## config.mk

```make
export PLATFORM = sky130hd
export DESIGN_NAME = smb_lock_reg
export DESIGN_NICKNAME = d
export VERILOG_FILES = /design/src/rtl/smb_lock_pkg.sv /design/src/rtl/smb_write_decode.sv /design/src/rtl/smb_state_regs.sv /design/src/rtl/smb_lock_reg.sv
export SDC_FILE = /design/constraint.sdc
export NUM_CORES = 1
export LEC_CHECK = 0
export BUFFER_PORTS_ARGS = -buffer_cell sky130_fd_sc_hd__buf_4
export CAP_MARGIN = 20
export CORE_MARGIN = 3
export CORE_UTILIZATION = 45
export CTS_CLUSTER_SIZE = 24
export DETAILED_ROUTE_END_ITERATION = 12
export PLACE_DENSITY = 0.76
export SYNTH_ARGS = -nofsm -noshare
export SYNTH_HDL_FRONTEND = slang
export SYNTH_HIERARCHICAL = 1
export SYNTH_SLANG_ARGS = --single-unit
```

## constraint.sdc

```tcl
create_clock -name clk_i -period 3.01 [get_ports clk_i]
set_input_delay 0.301 -clock clk_i [delete_from_list [all_inputs] [get_ports clk_i]]
set_output_delay 0.301 -clock clk_i [all_outputs]
set_load 0.02 [all_outputs]
```

## src/rtl/smb_lock_pkg.sv

```systemverilog
package smb_lock_pkg;
  typedef enum logic [1:0] {
    MODE_OPEN   = 2'd0,
    MODE_ARMED  = 2'd1,
    MODE_LOCKED = 2'd2
  } smb_mode_e;
endpackage

```

## src/rtl/smb_write_decode.sv

```systemverilog
module smb_write_decode
  import smb_lock_pkg::*;
#(
  parameter int          REG_W     = 8,
  parameter logic [REG_W-1:0] QUERY_VAL = '1,
  parameter logic [REG_W-1:0] ACK_VAL   = 1,
  parameter int          LOCK_BIT  = 1
) (
  input  smb_mode_e        mode_i,
  input  logic [REG_W-1:0] cur_val_i,
  input  logic [REG_W-1:0] mask_i,
  input  logic             strap_en_i,
  input  logic             we_i,
  input  logic [REG_W-1:0] wdata_i,
  output smb_mode_e        nxt_mode_o,
  output logic [REG_W-1:0] nxt_val_o
);
  localparam logic [REG_W-1:0] LockVal = REG_W'(1) << LOCK_BIT;

  logic [REG_W-1:0] merged;
  assign merged = (cur_val_i & ~mask_i) | (wdata_i & mask_i);

  always_comb begin
    nxt_mode_o = mode_i;
    nxt_val_o  = cur_val_i;
    if (we_i) begin
      if (!strap_en_i) begin
        nxt_val_o = merged;
      end else begin
        unique case (mode_i)
          MODE_OPEN: begin
            if (merged == QUERY_VAL) begin
              nxt_val_o  = ACK_VAL;
              nxt_mode_o = MODE_ARMED;
            end else begin
              nxt_val_o = '0;  // pre-handshake writes are dropped
            end
          end
          MODE_ARMED: begin
            if (merged[LOCK_BIT]) begin
              nxt_val_o  = LockVal;
              nxt_mode_o = MODE_LOCKED;
            end else begin
              nxt_val_o = merged;
            end
          end
          default: nxt_val_o = merged;
        endcase
      end
    end
  end
endmodule

```

## src/rtl/smb_state_regs.sv

```systemverilog
module smb_state_regs
  import smb_lock_pkg::*;
#(
  parameter int REG_W = 8
) (
  input  logic             clk_i,
  input  logic             rst_ni,
  input  smb_mode_e        nxt_mode_i,
  input  logic [REG_W-1:0] nxt_val_i,
  output smb_mode_e        mode_o,
  output logic [REG_W-1:0] val_o,
  output logic             locked_o
);
  always_ff @(posedge clk_i or negedge rst_ni) begin
    if (!rst_ni) begin
      mode_o   <= MODE_OPEN;
      val_o    <= '0;
      locked_o <= 1'b0;
    end else begin
      mode_o   <= nxt_mode_i;
      val_o    <= nxt_val_i;
      locked_o <= (nxt_mode_i == MODE_LOCKED);
    end
  end
endmodule

```

## src/rtl/smb_lock_reg.sv

```systemverilog
module smb_lock_reg
  import smb_lock_pkg::*;
#(
  parameter int               REG_W     = 8,
  parameter logic [REG_W-1:0] QUERY_VAL = 8'hFF,
  parameter logic [REG_W-1:0] ACK_VAL   = 8'h01,
  parameter int               LOCK_BIT  = 1
) (
  input  logic             clk_i,
  input  logic             rst_ni,
  input  logic             strap_en_i,
  input  logic             cfg_we_i,
  input  logic [REG_W-1:0] cfg_wdata_i,
  output logic [REG_W-1:0] cfg_rdata_o,
  output logic [REG_W-1:0] cfg_wmask_o,
  output logic             blackhole_en_o,
  output logic             smm_window_en_o
);
  localparam logic [REG_W-1:0] LockMask = REG_W'(1) << LOCK_BIT;

  smb_mode_e        mode_q, mode_d;
  logic [REG_W-1:0] val_q, val_d;
  logic             locked_q;

  always_comb begin
    unique case (mode_q)
      MODE_OPEN:  cfg_wmask_o = '1;
      MODE_ARMED: cfg_wmask_o = LockMask;
      default:    cfg_wmask_o = '0;
    endcase
  end

  smb_write_decode #(
    .REG_W(REG_W), .QUERY_VAL(QUERY_VAL), .ACK_VAL(ACK_VAL), .LOCK_BIT(LOCK_BIT)
  ) u_dec (
    .mode_i(mode_q), .cur_val_i(val_q), .mask_i(cfg_wmask_o),
    .strap_en_i(strap_en_i), .we_i(cfg_we_i), .wdata_i(cfg_wdata_i),
    .nxt_mode_o(mode_d), .nxt_val_o(val_d)
  );

  smb_state_regs #(.REG_W(REG_W)) u_regs (
    .clk_i(clk_i), .rst_ni(rst_ni),
    .nxt_mode_i(mode_d), .nxt_val_i(val_d),
    .mode_o(mode_q), .val_o(val_q), .locked_o(locked_q)
  );

  assign cfg_rdata_o     = val_q;
  assign blackhole_en_o  = locked_q;
  assign smm_window_en_o = locked_q;
endmodule

```

After elaboration in Yosys (flattened, before gate mapping)
Index checks and enable logic that the tools add are counted.

Register bits: 11. Input port bits: 12. Output and inout bits: 18. Word-level logic and storage cells: 21.

Equality and inequality tests: 3. Mux-type cells: 10. Bitwise logic cells: 4. Reduce and logical (&&, ||, !) cells: 1.

Operators by type and width (number): $pmux W8 S2 (2); $and A8 B8 Y8 (2); $mux W8 (2); $eq A8 B8 Y1 const B (1); $mux W2 (4); $not A8 Y8 (1); $or A8 B8 Y8 (1); $pmux W2 S2 (1); $eq A2 B1 Y1 const B (1); $eq A2 B2 Y1 const B (1); $logic_not A2 Y1 (1); $mux W1 (1).

Longest topological paths before layout
Depth in word-level cells: 11. Mapped depth: 6.

Hierarchy
Netlist, hierarchy kept.

By module, submodules not included: smb_write_decode (times used 1, cells an instance 49, area each 326.6 sq um); smb_state_regs (times used 1, cells an instance 12, area each 289.0 sq um); smb_lock_reg (times used 1, cells an instance 9, area each 60.1 sq um).

Worst setup path before layout
No wires, ideal clock.

Path kind: reg2reg. Start: register u_regs.mode_o[0]. End: register u_regs.locked_o. Setup time: 0.133 ns. Data arrival time: 2.681 ns. Setup slack: 0.196 ns. Stages on the path, launching flop included: 7. Path buffers: 0. Cells stage by stage: dfrtp_1 -> nor2_1 -> mux2i_1 -> a2111oi_2 -> nand3_1 -> o31ai_1 -> nor2b_4.

Cells in the longest elaborated chain, start to end: 11. Elaborated cells on any way between the ends: 14. Those cells by class: 3 x eq/ne; 6 x mux; 4 x bitwise; 1 x reduce/logical.

Ends and longest elaborated chain: from (decl) (RTL line smb_state_regs.sv:10) `output smb_mode_e mode_o,`; from (signal assigned) (RTL line smb_state_regs.sv:20) `mode_o <= nxt_mode_i;`; $eq A2 B1 Y1 / $logic_not A2 Y1 (equally long branches) (RTL line smb_lock_reg.sv:26) `unique case (mode_q)`; $pmux W8 S2 * (RTL line smb_lock_reg.sv:26); named net cfg_wmask_o[0] (RTL line smb_lock_reg.sv:15) `output logic [REG_W-1:0] cfg_wmask_o,`; $not A8 Y8 (RTL line smb_write_decode.sv:21) `assign merged = (cur_val_i & ~mask_i) | (wdata_i & mask_i);`; $and A8 B8 Y8 (RTL line smb_write_decode.sv:21); $or A8 B8 Y8 * (RTL line smb_write_decode.sv:21); $eq A8 B8 Y1 * (RTL line smb_write_decode.sv:32) `if (merged == QUERY_VAL) begin`; $mux W2 * (RTL line smb_write_decode.sv:32); $pmux W2 S2 * (RTL line smb_write_decode.sv:30) `unique case (mode_i)`; $mux W2 * (RTL line smb_write_decode.sv:27) `if (!strap_en_i) begin`; $mux W2 * (RTL line smb_write_decode.sv:26) `if (we_i) begin`; named net mode_d[0] (RTL line smb_lock_reg.sv:21) `smb_mode_e mode_q, mode_d;`; $eq A2 B2 Y1 * (RTL line smb_state_regs.sv:22) `locked_o <= (nxt_mode_i == MODE_LOCKED);`; to (signal assigned) (RTL line smb_state_regs.sv:22); to (decl) (RTL line smb_state_regs.sv:12) `output logic locked_o`.

The timed path passes the listed nets; every way through them passes the cells marked *. A chain may end at the register's enable or synchronous reset.

Worst setup path after layout
Start: register u_regs.mode_o[0]. End: register u_regs.locked_o.

Cells in the longest elaborated chain, start to end: 11. Elaborated cells on any way between the ends: 14. Those cells by class: 3 x eq/ne; 6 x mux; 4 x bitwise; 1 x reduce/logical.

Ends and longest elaborated chain (RTL line): $eq A2 B1 Y1 / $logic_not A2 Y1 (equally long branches) (smb_write_decode.sv:30, smb_lock_reg.sv:26); $pmux W8 S2 (smb_lock_reg.sv:26); $not A8 Y8 (smb_write_decode.sv:21); $and A8 B8 Y8 (smb_write_decode.sv:21); $or A8 B8 Y8 (smb_write_decode.sv:21); $eq A8 B8 Y1 (smb_write_decode.sv:32); $mux W2 (smb_write_decode.sv:32); $pmux W2 S2 (smb_write_decode.sv:30); $mux W2 (smb_write_decode.sv:27); $mux W2 * (smb_write_decode.sv:26); named net mode_d[0] (smb_lock_reg.sv:21); $eq A2 B2 Y1 * (smb_state_regs.sv:22).

Marked as above.

==> impl_results.md <==
- Synthesized cell area: slightly below 700 um^2
- Share of layout cells above drive strength 1: between 30% and 40%
- Critical path, cell by cell: nor2_1 -> buf_4 -> mux2i_1 -> a2111oi_2 -> nand3_1 -> o31ai_1 -> nor2b_4
- Most common cell after layout, fill and taps aside: buf_4
- Root Buffer: clkbuf_4
- Reg2reg end: u_regs/locked_o
- Post-cts resize count: 0
- Cts hold-fix bufs: 1
- Setup Buffers After CTS: 0
- Final setup viols: 0
- LEAKAGE: roughly 0.45 nW
- Worst-path clk slew: roughly 0.08 ns
- Fin Hold WS: 0.301 ns
- Die H: roughly 45 um
- Remaining Overflow, GRT: 0
- Least-Margin Pin Slew: 0.498 ns
- Port Buffers: 29
- # diodes: 0
- Synth cell types: 24
- Finished Layout Cells: ~110
- Post-synth net total: about 80
- TNS Setup: 0 ns
- Die span in x: between 40 and 50 um
- PwrDens: about 440 mW/mm^2
- ANT nets after route: 0
- Crit. End Element: register
- Worst r2r path cells: 7
- Hold path startpoint: cfg_wdata_i[6]
- Status: finished clean
- Largest net degree at the start of global routing: 27
- First-pass GRT wire length: ~2.4 mm
- Crit Reg-Reg Startpoint: u_regs/mode_o[0]
- Site Rows: 13
- Via count: ~620
- Die Area: between 0.002 and 0.0025 mm^2
- Max transition margin: between 60% and 70%
- R2r setup slk: 0.85 ns
- Setup Skew: 0.00336 ns
- # DRC: 0
- Initial antenna violation count: 0
- Vias in the first global route: approximately 560
- Hold Path End: u_regs/val_o[6]
- Min-Delay Path Class: input port to register
- Final RePlAce weighted congestion: between 0.8 and 0.9
- Final cycle utilization of the critical path: 71.8%
- Synth Area per Inst: 9.65 um^2
- Core area: roughly 0.0014 mm^2
- DR iter-0 viols: 18
- CTS tree: built
- Detailed Routing Iterations Pass 1: 4
- Vias per cell: 5.53
- Critical-path maximum fanout: 26
- Req. time, crit path: roughly 3.2 ns
- Area after DPL: ~860 um^2
- Crit path time final: 2.16 ns
- Critical path's top delay family: compound AO/OA/AOI/OAI gates
- Worst-Skew Late Latency: around 0.27 ns
- Fmax: 0.463 GHz
- Fin area: ~900 um^2
- Syn. warnings: 6
- Max VDD drop: between 0.2 and 0.3 mV
- Wire per inst: 13.6 um
- Initial cell density of the core: about 50%
- Commonest non-fill, non-tap cells in the layout: 30 x buf_4, 11 x dfrtp_1, 9 x o21ai_0
- Nets: 110
- Flops & latches, synth: 11
- CP max stage delay: between 0.4 and 0.5 ns
- Hold depth: 3
- H-tree Lvls: 1
- Sequential area share after synthesis: between 40% and 50%
- Post-layout util: 66.6%
- Startpoint types: register
- Mapped Cells: 70
- Placed Cells: ~110
- CTS buffer count: 3
- Worst EP arrival: 2.31 ns
- Max Root-Sink Buffers: 2
- Slowest cell on crit path: o31ai_1
- Buffers and inverters on the worst path: 1
- Top post-synthesis cells by area: dfrtp_1 41%, buf_4 7.8%, o2bb2ai_1 7.8%
- CTS Sinks: 11
- Final Hold Vio Count: 0
- RSZ-0062 raised after global routing: false
- Total GRT Usage: 15.9%
- Final HPWL DP: about 1.1 mm
- Cell accounting for the most synthesized area: dfrtp_1
- Critical path class: register to register
- Top cell type's share of synthesized area: between 40% and 50%
- Routed WL: around 1.5 mm
- Final Max Slew Viols: 0
- Ports: 30
- Max cap viols: 0
- Area grow syn2layout: 33.1%
==> synthesized netlist by cell type, drive strengths merged <==
master    n
a2111oi   1
a21oi     3
a22oi     2
a41o      1
buf       7
clkbuf    1
dfrtp    11
inv       2
mux2      1
mux2i     3
nand2     7
nand2b    7
nand3     1
nor2      2
nor2b     2
nor3b     1
o211ai    1
o21ai     9
o22ai     1
o2bb2ai   6
o31ai     1
==> where the power goes <==
group          switching (W)  internal [W]  total, W
combinational      0.0000664     0.0000543  0.000121
sequential        0.00000963      0.000159  0.000168
clock              0.0000519     0.0000513  0.000103
total               0.000128      0.000264  0.000392
==> worst max path at each step <==
stage,start,end,cells after the start
2_1_floorplan,u_regs/mode_o[0],u_regs/locked_o,6
3_3_place_gp,u_regs/mode_o[0],u_regs/locked_o,7
3_5_place_dp,u_regs/mode_o[0],u_regs/locked_o,7
4_1_cts,u_regs/mode_o[0],u_regs/locked_o,7
5_1_grt,u_regs/mode_o[0],u_regs/locked_o,7
6_report,u_regs/mode_o[0],u_regs/locked_o,7
==> worst reg2reg max path: stages, from the launching register on <==
cell and delay (ns):
dfrtp_1 0.46, nor2_1 0.12, buf_4 0.25, mux2i_1 0.16
a2111oi_2 0.35, nand3_1 0.16, o31ai_1 0.49, nor2b_4 0.06
==> registers in the layout, summed over array words and instances, names as in the netlist <==
register         count
u_regs/val_o         8
u_regs/locked_o      1
u_regs/mode_o        2
==> per-stage QoR <==
| step | setup WS [ns] | power, W |
|---|---|---|
| after floorplan | 0.196 | 0.000247 |
| after global placement | 0.931 | 0.000290 |
| after detailed placement | 0.851 | 0.000292 |
| after CTS | 0.848 | 0.000395 |
| after global routing | 0.599 | 0.000410 |
| final | 0.850 | 0.000392 |
==> cell families after synthesis <==
logic type | after synthesis | share of synthesized area [%]
AOI/OAI and AO/OA | 25 | 26.3
buffers and inverters | 10 | 9.44
DFF | 11 | 40.7
muxes | 4 | 6.11
and+or+nand+nor | 20 | 17.4
==> per-layer routing <==
metal	track usage, %	share of wire, %
met1	19.1	43
met2	28.4	48
met3	2.79	8.8
met4	5.42	0.52
met5	0	0
==> layout make-up <==
type	count	area, um^2
inverters	2	7.51
repair buffers	31	235
flip-flops and latches	11	275
clock buffers	4	26.3
multi-input cells	49	337
well taps	15	18.8
fillers	119	450
(Power assumes the default switching activity.)
